**config.mk**
```make
export PLATFORM = sky130hd
export DESIGN_NAME = exc_vec_arb
export DESIGN_NICKNAME = d
export VERILOG_FILES = /design/src/rtl/exc_vec_pkg.sv /design/src/rtl/exc_vec_pend.sv /design/src/rtl/exc_vec_pick.sv /design/src/rtl/exc_vec_fetch.sv /design/src/rtl/exc_vec_arb.sv
export SDC_FILE = /design/constraint.sdc
export NUM_CORES = 1
export LEC_CHECK = 0
export ABC_AREA = 1
export CAP_MARGIN = 20
export CORE_ASPECT_RATIO = 1.2
export CORE_MARGIN = 5
export CORE_UTILIZATION = 53
export CTS_BUF_LIST = sky130_fd_sc_hd__clkbuf_16
export CTS_CLUSTER_DIAMETER = 100
export DETAILED_ROUTE_END_ITERATION = 6
export PLACE_DENSITY = 0.87
export RECOVER_POWER = 100
export SLEW_MARGIN = 30
export SYNTH_ARGS = -nofsm -noshare
export SYNTH_HDL_FRONTEND = slang
export SYNTH_SLANG_ARGS = --single-unit
```
**constraint.sdc**
```tcl
create_clock -name clk -period 32.6 [get_ports clk]
set_input_delay 6.52 -clock clk [delete_from_list [all_inputs] [get_ports clk]]
set_output_delay 6.52 -clock clk [all_outputs]
set_load 0.01 [all_outputs]
```
**src/rtl/exc_vec_pkg.sv**
```systemverilog
// Shared constants and types for the exception vector resolver.
// Assumes source index 0 is the boot request, 1..2 the traps, and the
// rest are maskable lines grouped as described in grp_of().
package exc_vec_pkg;
    localparam int N_NMI  = 3;
    localparam int N_IRQ  = 15;
    localparam int N_SRC  = N_NMI + N_IRQ;
    localparam int N_GRP  = 5;
    localparam int LVL_W  = 2;
    localparam int KEY_W  = LVL_W + 1;
    localparam int IDX_W  = $clog2(N_SRC);
    localparam int VEC_W  = 8;
    localparam int ADDR_W = 24;
    localparam logic [VEC_W-1:0] SWI_MIN = 8'h26;

    typedef enum logic [1:0] {ST_IDLE, ST_LO, ST_HI} fetch_st_e;

    typedef struct packed {
        logic             vld;
        logic             swi;
        logic             ctx;
        logic [IDX_W-1:0] idx;
        logic [VEC_W-1:0] vec;
    } win_t;

    // Map a maskable source index to its level group.
    function automatic int grp_of(int src);
        if (src <= 4)       return 0;
        else if (src <= 7)  return 1;
        else if (src <= 10) return 2;
        else if (src <= 13) return 3;
        else                return 4;
    endfunction
endpackage

```
**src/rtl/exc_vec_pend.sv**
```systemverilog
// Pending-request flags. A set pulse latches a flag and a clear removes it.
// When both hit the same flag in one cycle, the set wins, so a fresh event
// is not lost. Reset leaves only the boot request (bit 0) pending.
module exc_vec_pend
    import exc_vec_pkg::*;
(
    input  logic             clk,
    input  logic             rst_n,
    input  logic [N_SRC-1:0] set_i,
    input  logic [N_SRC-1:0] clr_i,
    output logic [N_SRC-1:0] pend_o
);
    logic [N_SRC-1:0] pend_q;

    // Merge new events into the flags and drop the acknowledged ones.
    always_ff @(posedge clk) begin
        if (!rst_n) pend_q <= N_SRC'(1);
        else        pend_q <= (pend_q & ~clr_i) | set_i;
    end

    assign pend_o = pend_q;

    AST_PEND_CLEAR: assert property (@(posedge clk) disable iff (!rst_n)
        (|(clr_i & ~set_i)) |=> ((pend_q & $past(clr_i & ~set_i)) == '0));

    AST_PEND_KEEP: assert property (@(posedge clk) disable iff (!rst_n)
        (|(pend_q & ~clr_i)) |=> ((pend_q & $past(pend_q & ~clr_i)) == $past(pend_q & ~clr_i)));
endmodule

```
**src/rtl/exc_vec_pick.sv**
```systemverilog
// Combinational two-step arbiter. Traps rank above every level. Maskable
// sources count only when their group level exceeds the CPU mask. Ties go
// to the lowest index. A valid software operand overrides the result unless
// the boot request is pending.
module exc_vec_pick
    import exc_vec_pkg::*;
(
    input  logic [N_SRC-1:0]       pend_i,
    input  logic [N_GRP*LVL_W-1:0] grp_lvl_i,
    input  logic [LVL_W-1:0]       mask_i,
    input  logic                   swi_req_i,
    input  logic [VEC_W-1:0]       swi_vec_i,
    output win_t                   win_o
);
    logic [KEY_W-1:0] key, best_key;
    logic [LVL_W-1:0] lvl;
    logic [IDX_W-1:0] best_idx;
    logic             found;
    logic             swi_ok;

    // Scan from the lowest rank upward so that equal keys favour lower indices.
    always_comb begin
        best_key = '0;
        best_idx = '0;
        found    = 1'b0;
        key      = '0;
        lvl      = '0;
        for (int i = N_SRC - 1; i >= 0; i--) begin
            if (i < N_NMI) begin
                key = KEY_W'(1) << LVL_W;
            end else begin
                lvl = grp_lvl_i[grp_of(i)*LVL_W +: LVL_W];
                key = (lvl > mask_i) ? {1'b0, lvl} : '0;
            end
            if (pend_i[i] && key != '0 && key >= best_key) begin
                best_key = key;
                best_idx = IDX_W'(i);
                found    = 1'b1;
            end
        end
    end

    // Qualify the software operand: it must be even, at or above the floor, and no boot request pending.
    assign swi_ok = swi_req_i && !swi_vec_i[0] && (swi_vec_i >= SWI_MIN) && !pend_i[0];

    // Pack the result; only a boot winner skips the context save.
    always_comb begin
        win_o.vld = found || swi_ok;
        win_o.swi = swi_ok;
        win_o.ctx = swi_ok || (best_idx != '0);
        win_o.idx = swi_ok ? '0 : best_idx;
        win_o.vec = swi_ok ? swi_vec_i : VEC_W'({best_idx, 1'b0});
    end
endmodule

```
**src/rtl/exc_vec_fetch.sv**
```systemverilog
// Holds the registered winner and sequences the two-byte vector fetch.
// Assumes the CPU reads one byte per cycle after acknowledge. The winner
// is frozen from the acknowledge edge until the final fetch cycle ends.
module exc_vec_fetch
    import exc_vec_pkg::*;
(
    input  logic              clk,
    input  logic              rst_n,
    input  logic              ack_i,
    input  win_t              win_i,
    output logic              req_o,
    output logic [ADDR_W-1:0] vec_addr_o,
    output logic              fetch_vld_o,
    output logic [ADDR_W-1:0] fetch_addr_o,
    output logic              ctx_save_o,
    output logic              acc_o,
    output logic              acc_swi_o,
    output logic [IDX_W-1:0]  acc_idx_o
);
    fetch_st_e st;
    win_t      win_q;
    logic      upd;
    logic      busy;

    assign acc_o = (st == ST_IDLE) && ack_i && win_q.vld;
    assign upd   = ((st == ST_IDLE) && !acc_o) || (st == ST_HI);
    assign busy  = (st != ST_IDLE);

    // Track the winner while idle and step through low byte then high byte after acknowledge.
    always_ff @(posedge clk) begin
        if (!rst_n) begin
            st    <= ST_IDLE;
            win_q <= '0;
        end else begin
            if (upd) win_q <= win_i;
            case (st)
                ST_IDLE: if (acc_o) st <= ST_LO;
                ST_LO:   st <= ST_HI;
                ST_HI:   st <= ST_IDLE;
                default: st <= ST_IDLE;
            endcase
        end
    end

    assign req_o        = (st == ST_IDLE) && win_q.vld;
    assign vec_addr_o   = ADDR_W'(win_q.vec);
    assign fetch_vld_o  = busy;
    assign fetch_addr_o = busy ? ADDR_W'({win_q.vec[VEC_W-1:1], st == ST_HI}) : '0;
    assign ctx_save_o   = (req_o || busy) && win_q.ctx;
    assign acc_swi_o    = win_q.swi;
    assign acc_idx_o    = win_q.idx;

    AST_EVEN_FIRST: assert property (@(posedge clk) disable iff (!rst_n)
        (st == ST_LO) |-> !fetch_addr_o[0]);

    AST_HIGH_FOLLOWS: assert property (@(posedge clk) disable iff (!rst_n)
        (st == ST_LO) |=> (st == ST_HI) && (fetch_addr_o == ($past(fetch_addr_o) | ADDR_W'(1))));

    AST_NO_RSVD: assert property (@(posedge clk) disable iff (!rst_n)
        req_o |-> (vec_addr_o != ADDR_W'(24'h24)));

    AST_BOOT_NOCTX: assert property (@(posedge clk) disable iff (!rst_n)
        (busy && (vec_addr_o == '0)) |-> !ctx_save_o);
endmodule

```
**src/rtl/exc_vec_arb.sv**
```systemverilog
// Top level of the exception vector resolver. It wires the pending flags
// to the arbiter and the arbiter to the fetch sequencer, and clears a
// hardware source's flag on the cycle its request is acknowledged.
module exc_vec_arb
    import exc_vec_pkg::*;
(
    input  logic                   clk,
    input  logic                   rst_n,
    input  logic                   div0_i,
    input  logic                   wdt_i,
    input  logic [N_IRQ-1:0]       irq_i,
    input  logic [N_GRP*LVL_W-1:0] grp_lvl_i,
    input  logic [LVL_W-1:0]       cpu_mask_i,
    input  logic                   swi_req_i,
    input  logic [VEC_W-1:0]       swi_vec_i,
    input  logic                   ack_i,
    output logic                   req_o,
    output logic [ADDR_W-1:0]      vec_addr_o,
    output logic                   fetch_vld_o,
    output logic [ADDR_W-1:0]      fetch_addr_o,
    output logic                   ctx_save_o
);
    logic [N_SRC-1:0] set_v, clr_v, pend_v;
    win_t             win;
    logic             acc, acc_swi;
    logic [IDX_W-1:0] acc_idx;

    assign set_v = {irq_i, wdt_i, div0_i, 1'b0};
    assign clr_v = (acc && !acc_swi) ? (N_SRC'(1) << acc_idx) : '0;

    exc_vec_pend u_pend (
        .clk    (clk),
        .rst_n  (rst_n),
        .set_i  (set_v),
        .clr_i  (clr_v),
        .pend_o (pend_v)
    );

    exc_vec_pick u_pick (
        .pend_i    (pend_v),
        .grp_lvl_i (grp_lvl_i),
        .mask_i    (cpu_mask_i),
        .swi_req_i (swi_req_i),
        .swi_vec_i (swi_vec_i),
        .win_o     (win)
    );

    exc_vec_fetch u_fetch (
        .clk          (clk),
        .rst_n        (rst_n),
        .ack_i        (ack_i),
        .win_i        (win),
        .req_o        (req_o),
        .vec_addr_o   (vec_addr_o),
        .fetch_vld_o  (fetch_vld_o),
        .fetch_addr_o (fetch_addr_o),
        .ctx_save_o   (ctx_save_o),
        .acc_o        (acc),
        .acc_swi_o    (acc_swi),
        .acc_idx_o    (acc_idx)
    );

    AST_MASK_RESPECT: assert property (@(posedge clk) disable iff (!rst_n)
        (win.vld && !win.swi && (int'(win.idx) >= N_NMI)) |->
        (grp_lvl_i[grp_of(int'(win.idx))*LVL_W +: LVL_W] > cpu_mask_i));

    AST_SWI_LEGAL: assert property (@(posedge clk) disable iff (!rst_n)
        (win.vld && win.swi) |-> (!win.vec[0] && (win.vec >= SWI_MIN) && !pend_v[0]));
endmodule

```
==> impl_metrics.py, run 1 <==
metrics = {
    "floorplan": {
        "fp.coreArea_mm2": 0.00609,
        "dieHeight_um": 97.2,
        "io_pins": 92,
        "dieArea_mm2": 0.00804,
        "start_util_pct": 55.2,
        "fp.dieW_um": 82.7,
        "rows": 31,
    },
    "sta": {
        "skew_ns": 0.00499,
        "slew_viol_final": 0,
        "slew_headroom_pct": 40.1,
        "finalCriticalPeriod_ns": 21.03,
        "rsz0062_at_grt": "false",
        "fmax_ghz": 0.0475,
        "hold_viol_final": 0,
        "period_share_pct": 64.5,
        "hold_ws_ns": 0.431,
        "setup_viol": 0,
        "finalSetupTns_ns": 0,
        "tightest_slew_ns": 0.898,
    },
    "critical_path": {
        "crit_path_max_incr_delay_ns": 0.46,
        "crit_path_top_delay_cell": "o221ai_1",
        "rr_endpoint": "u_fetch.win_q[15]",
        "path_common_cell": "nand2_1",
        "path_max_fanout": 8,
        "crit_start": "cpu_mask_i[1]",
        "cp-start-kind": "input port",
        "arrival_ns": 21.20,
        "ff2ff_path_depth": 97,
        "path_class": "in2reg",
        "r2r_start": "u_pend.pend_o[17]",
        "crit_required_ns": 32.77,
        "cp.buffers_inverters": 21,
        "crit_family": "simple AND/OR/NAND/NOR gates",
        "end_kind": "register",
        "reg2reg_slack_ns": 18.67,
    },
    "synthesis": {
        "ys_ff_latch": 36,
        "syn_area_per_cell_um2": 6.53,
        "yosys_warnings": 0,
        "netlist_instances": 515,
        "ys_types": 37,
        "synth.cell_area_mm2": 0.00336,
        "ys_seq_area_share_pct": 21.4,
    },
    "clocking": {
        "cts_resized": 0,
        "cts_made_buffers": 5,
        "h-tree-depth": 2,
        "clkLatencyLatePin_ns": 0.28,
        "post-cts-setup-buffer-count": 0,
        "cts_buffer_depth": 2,
        "cts_tree": "done",
        "cts-root-buf": "clkbuf_16",
        "path_clk_slew_ns": 0.05,
        "clkSinkCount": 36,
        "ctsHoldBuffers": 0,
    },
    "place": {
        "numPortBuffers": 59,
        "gp_congestion": 0.800,
        "hpwl_um": 6410,
    },
    "routing": {
        "finalWirelength_um": 7750,
        "vias": 3289,
        "viasPerCell": 5.05,
        "wire_per_inst_um": 11.9,
        "firstDrtPassIters": 4,
        "route.detailed.drc": 0,
        "drtIter0Drc": 168,
        "antenna_left": 0,
    },
    "global_routing": {
        "grt_first_pass_wirelength_um": 12900,
        "grt_overflow": 0,
        "antenna_found_initial": 0,
        "grt_max_degree": 32,
        "gr-usage-all-layers_pct": 19.4,
        "first_global_vias": 3104,
    },
    "hold_path": {
        "worstHoldStart": "u_fetch.vec_addr_o[0]",
        "hold_path.class": "reg2reg",
        "holdPathStages": 2,
        "min_to": "u_fetch.vec_addr_o[0]",
    },
    "pwr": {
        "power.density_mw_per_mm2": 37.9,
        "max-vdd-ir-drop_mv": 0.0369,
        "p_leak_nw": 2.03,
    },
    "run": {
        "maxCapViolations": 0,
    },
    "final_layout": {
        "drive_gt1_share_pct": 6.15,
        "most-common-layout-cells": "inv_1, nand2_1, nor2_1",
        "n_antenna_cell": 0,
        "layout_commonest_cell": "inv_1",
        "syn2layout_area_growth_pct": 17.1,
        "nNetsFinal": 637,
    },
    "status": {
        "status": "complete, no violations",
    },
}
cell usage after synthesis:
master	number	share of area, %
inv_1	103	12
nand2_1	86	9.6
nor2_1	43	4.8
buf_4	40	8.9
dfxtp_1	36	21
a21oi_1	34	5.1
nand3_1	33	4.9
ha_1	28	10
o21ai_0	27	4.0
nand2_2	12	2.2
nand3_2	8	2.4
a22oi_1	7	1.6
nand2_4	6	2.0
nand4_1	5	0.93
o21ai_1	5	0.74
clkbuf_1	4	0.45
nor3_1	4	0.60
nor2_2	3	0.56
o21a_1	3	0.67
o21ai_2	3	0.78
o21bai_1	3	0.67
o221ai_1	3	0.78
a211o_1	2	0.52
a31oi_1	2	0.37
inv_2	2	0.22
nand3_4	2	1.0
a21boi_0	1	0.22
and2_2	1	0.22
and3b_1	1	0.26
clkinv_1	1	0.11
conb_1	1	0.11
nor2_4	1	0.34
nor3b_1	1	0.22
o2111ai_1	1	0.26
o211ai_1	1	0.22
o21bai_4	1	0.56
o31ai_1	1	0.22
kinds of logic after synthesis:
family	after synthesis	share of synthesized area, %
AOI/OAI and AO/OA	94	16.7
adders and majority gates	28	10.4
buffers and inverters	150	21.2
DFF	36	21.4
other	1	0.112
and+or+nand+nor	206	30.1
registers in the layout, summed over array words and instances, names as in the netlist:
signal / count
u_fetch.win_q: 2
u_fetch.acc_swi_o: 1
u_pend.pend_o: 18
u_fetch.st: 2
u_fetch.vec_addr_o: 8
u_fetch.acc_idx_o: 5
metal layers:
metal,vias up,GRT usage [%],share of wire (%)
met1,1475,22.7,41
met2,107,34.1,51
met3,23,3.53,5.8
li1,1684,-,-
met5,-,0,0
met4,0,7.04,2.5
tightest hold or removal path: stages, from the launching register on:
cell and delay [ns]:
dfxtp_1 0.30, nand2_1 0.05, nor2_1 0.03
through the flow:
| stage | instance area [um2] | total power, W | worst slack (ns) | utilization, % | instances |
|---|---|---|---|---|---|
| floorplan | 3480 | 0.0000950 | 14.22 | - | 546 |
| global placement | 3850 | 0.000105 | 12.71 | 63.3 | 643 |
| detailed placement | 3850 | 0.000108 | 12.18 | 63.3 | 643 |
| CTS | 3990 | 0.000151 | 12.41 | 65.5 | 651 |
| global route | 3940 | 0.000160 | 10.0 | 64.6 | 651 |
| finish | 3940 | 0.000149 | 11.57 | 64.6 | 651 |
layout make-up:
type / instances / area, um2
Timing Repair Buffer: 59 / 591
Sequential cell: 36 / 721
Tap cell: 82 / 103
Clock inverter: 3 / 11.3
Inverter: 106 / 398
Fill cell: 536 / 2150
Multi-Input combinational cell: 360 / 1990
Clock buffer: 5 / 125
worst max-delay path by stage:
stage                        end  slack (ns)  cells past startpoint
3_5_place_dp   u_fetch.win_q[15]       12.18                    105
6_report       u_fetch.win_q[15]       11.57                    103
2_1_floorplan  u_fetch.win_q[15]       14.22                    104
3_3_place_gp   u_fetch.win_q[15]       12.71                    106
5_1_grt        u_fetch.win_q[15]        10.0                    104
4_1_cts        u_fetch.win_q[15]       12.41                    105
report_power, final:
group	leakage [nW]	internal [W]	switching, W
logic	1.66	0.0000221	0.0000347
clock network	0.0738	0.0000274	0.0000165
registers	0.297	0.0000466	0.00000181
Note: power is estimated with default switching activity, not from simulation.
==> run 2, diff against run 1 <==
Settings changed: CORE_UTILIZATION 53 to 45, PLACE_DENSITY 0.87 to 0.78.
Clock period 32.6 ns to 19 ns, I/O delays scaled along.
==> run 2 against run 1 <==
Net effect: flip-flop and latch count stayed put; power is 76% higher; critical path type unchanged; register-to-register slack got worse by 13 ns; utilization is 9.5 points lower; critical endpoint unchanged.
==> impl_metrics.py, run 2 (synthesized netlist as in run 1, its figures left out) <==
metrics = {
    "routing": {
        "vias": 3255,
        "firstDrtPassIters": 4,
        "antenna_left": 0,
        "drtIter0Drc": 97,
        "route.detailed.drc": 0,
        "wl_met2_um": 4070,
        "top_layer_used": "met4",
        "wl_met1_um": 3170,
        "wire_per_inst_um": 11.8,
        "wl_met3_um": 417,
        "finalWirelength_um": 7790,
        "viasPerCell": 4.94,
    },
    "final_layout": {
        "layout_commonest_cell": "inv_1",
        "most-common-layout-cells": "inv_1, nand2_1, nor2_1",
        "syn2layout_area_growth_pct": 19.3,
        "n_antenna_cell": 0,
        "largest_reg_flops": 18,
        "nNetsFinal": 637,
        "seq_area_um2": 721,
        "fillers": 707,
        "post-route-util_pct": 55.1,
        "multi_input_area_mm2": 0.00204,
        "drive_gt1_share_pct": 8.08,
        "postLayoutCellArea_mm2": 0.00401,
    },
    "place": {
        "gp_congestion": 0.845,
        "placed_area_mm2": 0.00386,
        "numPortBuffers": 59,
        "hpwl_um": 6560,
    },
    "global_routing": {
        "grt_first_pass_wirelength_um": 13900,
        "grt_overflow": 0,
        "first_global_vias": 3318,
        "gr-usage-all-layers_pct": 17.8,
        "antenna_found_initial": 0,
        "grt_max_degree": 32,
    },
    "clocking": {
        "cts_made_buffers": 5,
        "cts-root-buf": "clkbuf_16",
        "path_clk_slew_ns": 0.06,
        "h-tree-depth": 2,
        "cts_buffer_depth": 2,
        "cts_tree": "done",
        "clkSinkCount": 36,
        "clkLatencyLatePin_ns": 0.28,
    },
    "sta": {
        "slew_viol_final": 0,
        "period_share_pct": 91.3,
        "rsz0062_at_grt": "false",
        "fmax_ghz": 0.0577,
        "skew_ns": 0.00586,
        "hold_viol_final": 0,
        "tightest_slew_ns": 0.890,
        "finalCriticalPeriod_ns": 17.34,
        "finalSetupTns_ns": 0,
        "slew_headroom_pct": 40.6,
        "setup_viol": 0,
    },
    "critical_path": {
        "cp-start-kind": "input port",
        "reg2reg_slack_ns": 6.09,
        "crit_path_max_incr_delay_ns": 0.45,
        "crit_required_ns": 19.17,
        "path_max_fanout": 8,
        "arrival_ns": 17.51,
        "crit_path_top_delay_cell": "clkdlybuf4s50_1",
        "end_kind": "register",
        "path_class": "in2reg",
        "r2r_start": "u_pend.pend_o[17]",
        "path_common_cell": "nand2_1",
        "ff2ff_path_depth": 98,
        "rr_endpoint": "u_fetch.win_q[15]",
    },
    "hold_path": {
        "holdPathStages": 2,
        "hold_path.class": "reg2reg",
        "min_to": "u_fetch.vec_addr_o[0]",
        "worstHoldStart": "u_fetch.vec_addr_o[0]",
    },
    "floorplan": {
        "start_util_pct": 46.2,
        "fp.coreArea_mm2": 0.00727,
        "io_pins": 92,
        "dieHeight_um": 105,
        "rows": 34,
        "dieArea_mm2": 0.00930,
        "fp.dieW_um": 88.9,
    },
    "pwr": {
        "totalPowerFinal_w": 0.000263,
        "power.density_mw_per_mm2": 65.5,
        "p_leak_nw": 2.05,
        "max-vdd-ir-drop_mv": 0.0632,
    },
    "run": {
        "maxCapViolations": 0,
    },
    "status": {
        "status": "complete, no violations",
    },
}
run 2: cell count changes in the layout (fill, tap and decap cells not counted), moves of 2 or more:
cell and change:
o21ai_1 +2, o21ai_0 -3, nand2_1 -5, inv_1 -2, nand2_4 +4, clkinv_2 +2
run 2: worst max path at each step:
stage	to	start	depth (start not counted)	slack, ns
6_report	u_fetch.win_q[15]	cpu_mask_i[1]	104	1.66
5_1_grt	u_fetch.win_q[15]	cpu_mask_i[1]	106	0.09
4_1_cts	u_fetch.win_q[15]	cpu_mask_i[1]	107	1.50
3_5_place_dp	u_fetch.win_q[15]	cpu_mask_i[1]	107	1.26
3_3_place_gp	u_fetch.win_q[15]	cpu_mask_i[1]	105	1.74
2_1_floorplan	u_fetch.win_q[15]	cpu_mask_i[1]	104	3.34
run 2: critical path: cells and delay by family:
kind                       cells  cell delay (ns)
AOI/OAI and AO/OA             21             3.35
adders and majority gates     14             3.94
buffers and inverters         21             1.86
and+or+nand+nor               48             4.58
run 2: layout make-up:
class                   instances  area share [%]
multi-input cells             360            51.0
flip-flops and latches         36            18.0
repair buffers                 59            14.7
inverters                     106            9.93
clock buffers                   5            3.12
well taps                      90            2.81
clock inverters                 3           0.468
run 2: metrics by stage:
step / hold slack, ns / cells / worst slack (ns)
CTS: 0.439 / 659 / 1.50
floorplan: 0.415 / 546 / 3.34
global route: 0.468 / 659 / 0.0862
detailed placement: 0.432 / 651 / 1.26
global placement: 0.427 / 651 / 1.74
finish: 0.432 / 659 / 1.66
run 2: repair_timing:
action / CTS / global route
gates resized for setup: 0 / 1
buffers inserted: 0 / 0
hold buffers: 0 / 0
setup endpoints to repair: 0 / 2
run 2: report_power, final:
group / internal, W / total [W] / switching [W]
Combinational: 0.0000391 / 0.000100 / 0.0000610
Clock: 0.0000482 / 0.0000798 / 0.0000316
Sequential: 0.0000799 / 0.0000828 / 0.00000298
Total: 0.000167 / 0.000263 / 0.0000956
run 2: layer usage:
layer	track usage, %	up-vias
li1	-	1693
met1	20.1	1462
met2	33.0	85
met3	3.23	15
met4	4.86	0
met5	0	-
==> run 3, diff against run 2 <==
Settings changed: CORE_MARGIN 5 to 3, CTS_BUF_LIST sky130_fd_sc_hd__clkbuf_16 to sky130_fd_sc_hd__clkbuf_8 sky130_fd_sc_hd__clkbuf_16.
==> run 3 against run 2 <==
Net effect: clock power is 37% lower; cell area down 1.7%; die area fell by 8.1%; first-iteration DRC count up 53%.
==> impl_metrics.py, run 3 (synthesized netlist as in run 1, its figures left out) <==
metrics = {
    "routing": {
        "antenna_left": 0,
        "finalWirelength_um": 7370,
        "route.detailed.drc": 0,
        "drtIter0Drc": 148,
        "wire_per_inst_um": 11.3,
        "firstDrtPassIters": 4,
        "vias": 3183,
        "viasPerCell": 4.86,
    },
    "sta": {
        "finalCriticalPeriod_ns": 17.19,
        "fmax_ghz": 0.0582,
        "slew_viol_final": 0,
        "finalSetupTns_ns": 0,
        "final.setup.worst_slack_ns": 1.81,
        "period_share_pct": 90.5,
        "setup_viol": 0,
        "tightest_slew_ns": 0.909,
        "rsz0062_at_grt": "false",
        "slew_headroom_pct": 39.3,
        "skew_ns": 0.00696,
        "hold_viol_final": 0,
    },
    "critical_path": {
        "crit_required_ns": 19.18,
        "rr_endpoint": "u_fetch.win_q[15]",
        "cp-start-kind": "input port",
        "arrival_ns": 17.36,
        "reg2reg_slack_ns": 6.21,
        "end_kind": "register",
        "crit_path_max_incr_delay_ns": 0.45,
        "path_max_fanout": 8,
        "path_common_cell": "nand2_1",
        "ff2ff_path_depth": 99,
        "r2r_start": "u_pend.pend_o[17]",
        "path_class": "in2reg",
        "crit_path_top_delay_cell": "clkdlybuf4s50_1",
    },
    "floorplan": {
        "rows": 33,
        "start_util_pct": 47.6,
        "fp.dieW_um": 84.9,
        "dieArea_mm2": 0.00855,
        "io_pins": 92,
        "dieHeight_um": 101,
        "fp.coreArea_mm2": 0.00706,
    },
    "clocking": {
        "cts_made_buffers": 5,
        "path_clk_slew_ns": 0.07,
        "clkSinkCount": 36,
        "cts_buffer_depth": 2,
        "clkLatencyLatePin_ns": 0.29,
        "h-tree-depth": 2,
        "cts-root-buf": "clkbuf_8",
        "cts_tree": "done",
        "post-cts-setup-buffer-count": 0,
    },
    "global_routing": {
        "grt_overflow": 0,
        "first_global_vias": 3013,
        "grt_first_pass_wirelength_um": 12600,
        "antenna_found_initial": 0,
        "grt_max_degree": 32,
        "gr-usage-all-layers_pct": 17.4,
    },
    "pwr": {
        "power.density_mw_per_mm2": 59.0,
        "max-vdd-ir-drop_mv": 0.0567,
        "p_leak_nw": 2.02,
    },
    "place": {
        "gp_congestion": 0.834,
        "numPortBuffers": 59,
        "dp_cells": 648,
        "hpwl_um": 6240,
        "place_ws_ns": 1.40,
    },
    "final_layout": {
        "layout_commonest_cell": "inv_1",
        "largest_reg_flops": 18,
        "stdcell_count": 655,
        "n_antenna_cell": 0,
        "drive_gt1_share_pct": 7.92,
        "multi_input_area_mm2": 0.00205,
        "nNetsFinal": 637,
        "fillers": 684,
        "seq_area_um2": 721,
        "syn2layout_area_growth_pct": 17.3,
        "post-route-util_pct": 55.8,
        "most-common-layout-cells": "inv_1, nand2_1, nor2_1",
    },
    "status": {
        "status": "complete, no violations",
    },
    "run": {
        "maxCapViolations": 0,
    },
    "hold_path": {
        "worstHoldStart": "u_fetch.vec_addr_o[0]",
        "min_to": "u_fetch.vec_addr_o[0]",
        "holdPathStages": 2,
        "hold_path.class": "reg2reg",
    },
}
==> run 3: cell types whose count changed in the layout (fill, tap and decap cells not counted), sizes merged <==
cell	previous run	this run
inv	105	106
clkinv	4	2
==> run 3: area by class of cell <==
type                       instances  area share, %
clock buffer                       5           1.75
clock inverter                     2          0.222
timing repair buffer              59           15.0
inverter                         106           10.1
sequential                        36           18.3
multi-input combinational        360           51.9
tap                               87           2.76
==> run 3: critical path, delay by kind of cell <==
kind	cells	cell delay (ns)
compound gates	21	3.28
fa+ha+maj	14	3.88
buf+inv	21	1.82
simple gates	48	4.53
==> run 3: what timing repair did <==
item / CTS / global route
hold endpoints to repair: 0 / 0
setup endpoints to repair: 0 / 4
gates resized for setup: 0 / 1
hold buffers: 0 / 0
==> run 3: stage by stage <==
step           cell area [um2]  total power, W  hold WS [ns]
4_1_cts                   3940        0.000233         0.441
3_5_place_dp              3860        0.000184         0.432
5_1_grt                   3940        0.000252         0.470
2_1_floorplan             3480        0.000163         0.415
6_report                  3940        0.000232         0.434
3_3_place_gp              3860        0.000180         0.427
==> run 3: worst max-delay path by stage <==
stage,startpoint,to,slack (ns)
final,cpu_mask_i[1],u_fetch.win_q[15],1.81
after global routing,cpu_mask_i[1],u_fetch.win_q[15],0.06
after CTS,cpu_mask_i[1],u_fetch.win_q[15],1.63
after detailed placement,cpu_mask_i[1],u_fetch.win_q[15],1.40
after global placement,cpu_mask_i[1],u_fetch.win_q[15],1.75
after floorplan,cpu_mask_i[1],u_fetch.win_q[15],3.34
==> run 3: power breakdown <==
group	switching, W	leakage (nW)	total, W	internal (W)
Sequential	0.00000304	0.297	0.0000828	0.0000798
Clock	0.0000256	0.0452	0.0000499	0.0000244
Combinational	0.0000606	1.68	0.0000996	0.0000390
==> run 3: metal layers <==
metal  wire (um)  part of all wire (%)  GRT usage [%]  up-vias
met1        3160                    43           20.6     1420
met3         311                   4.2           2.13        6
li1            -                     -              -     1683
met2        3860                    52           33.8       74
met5           0                     0              0        -
met4          50                  0.68           3.05        0
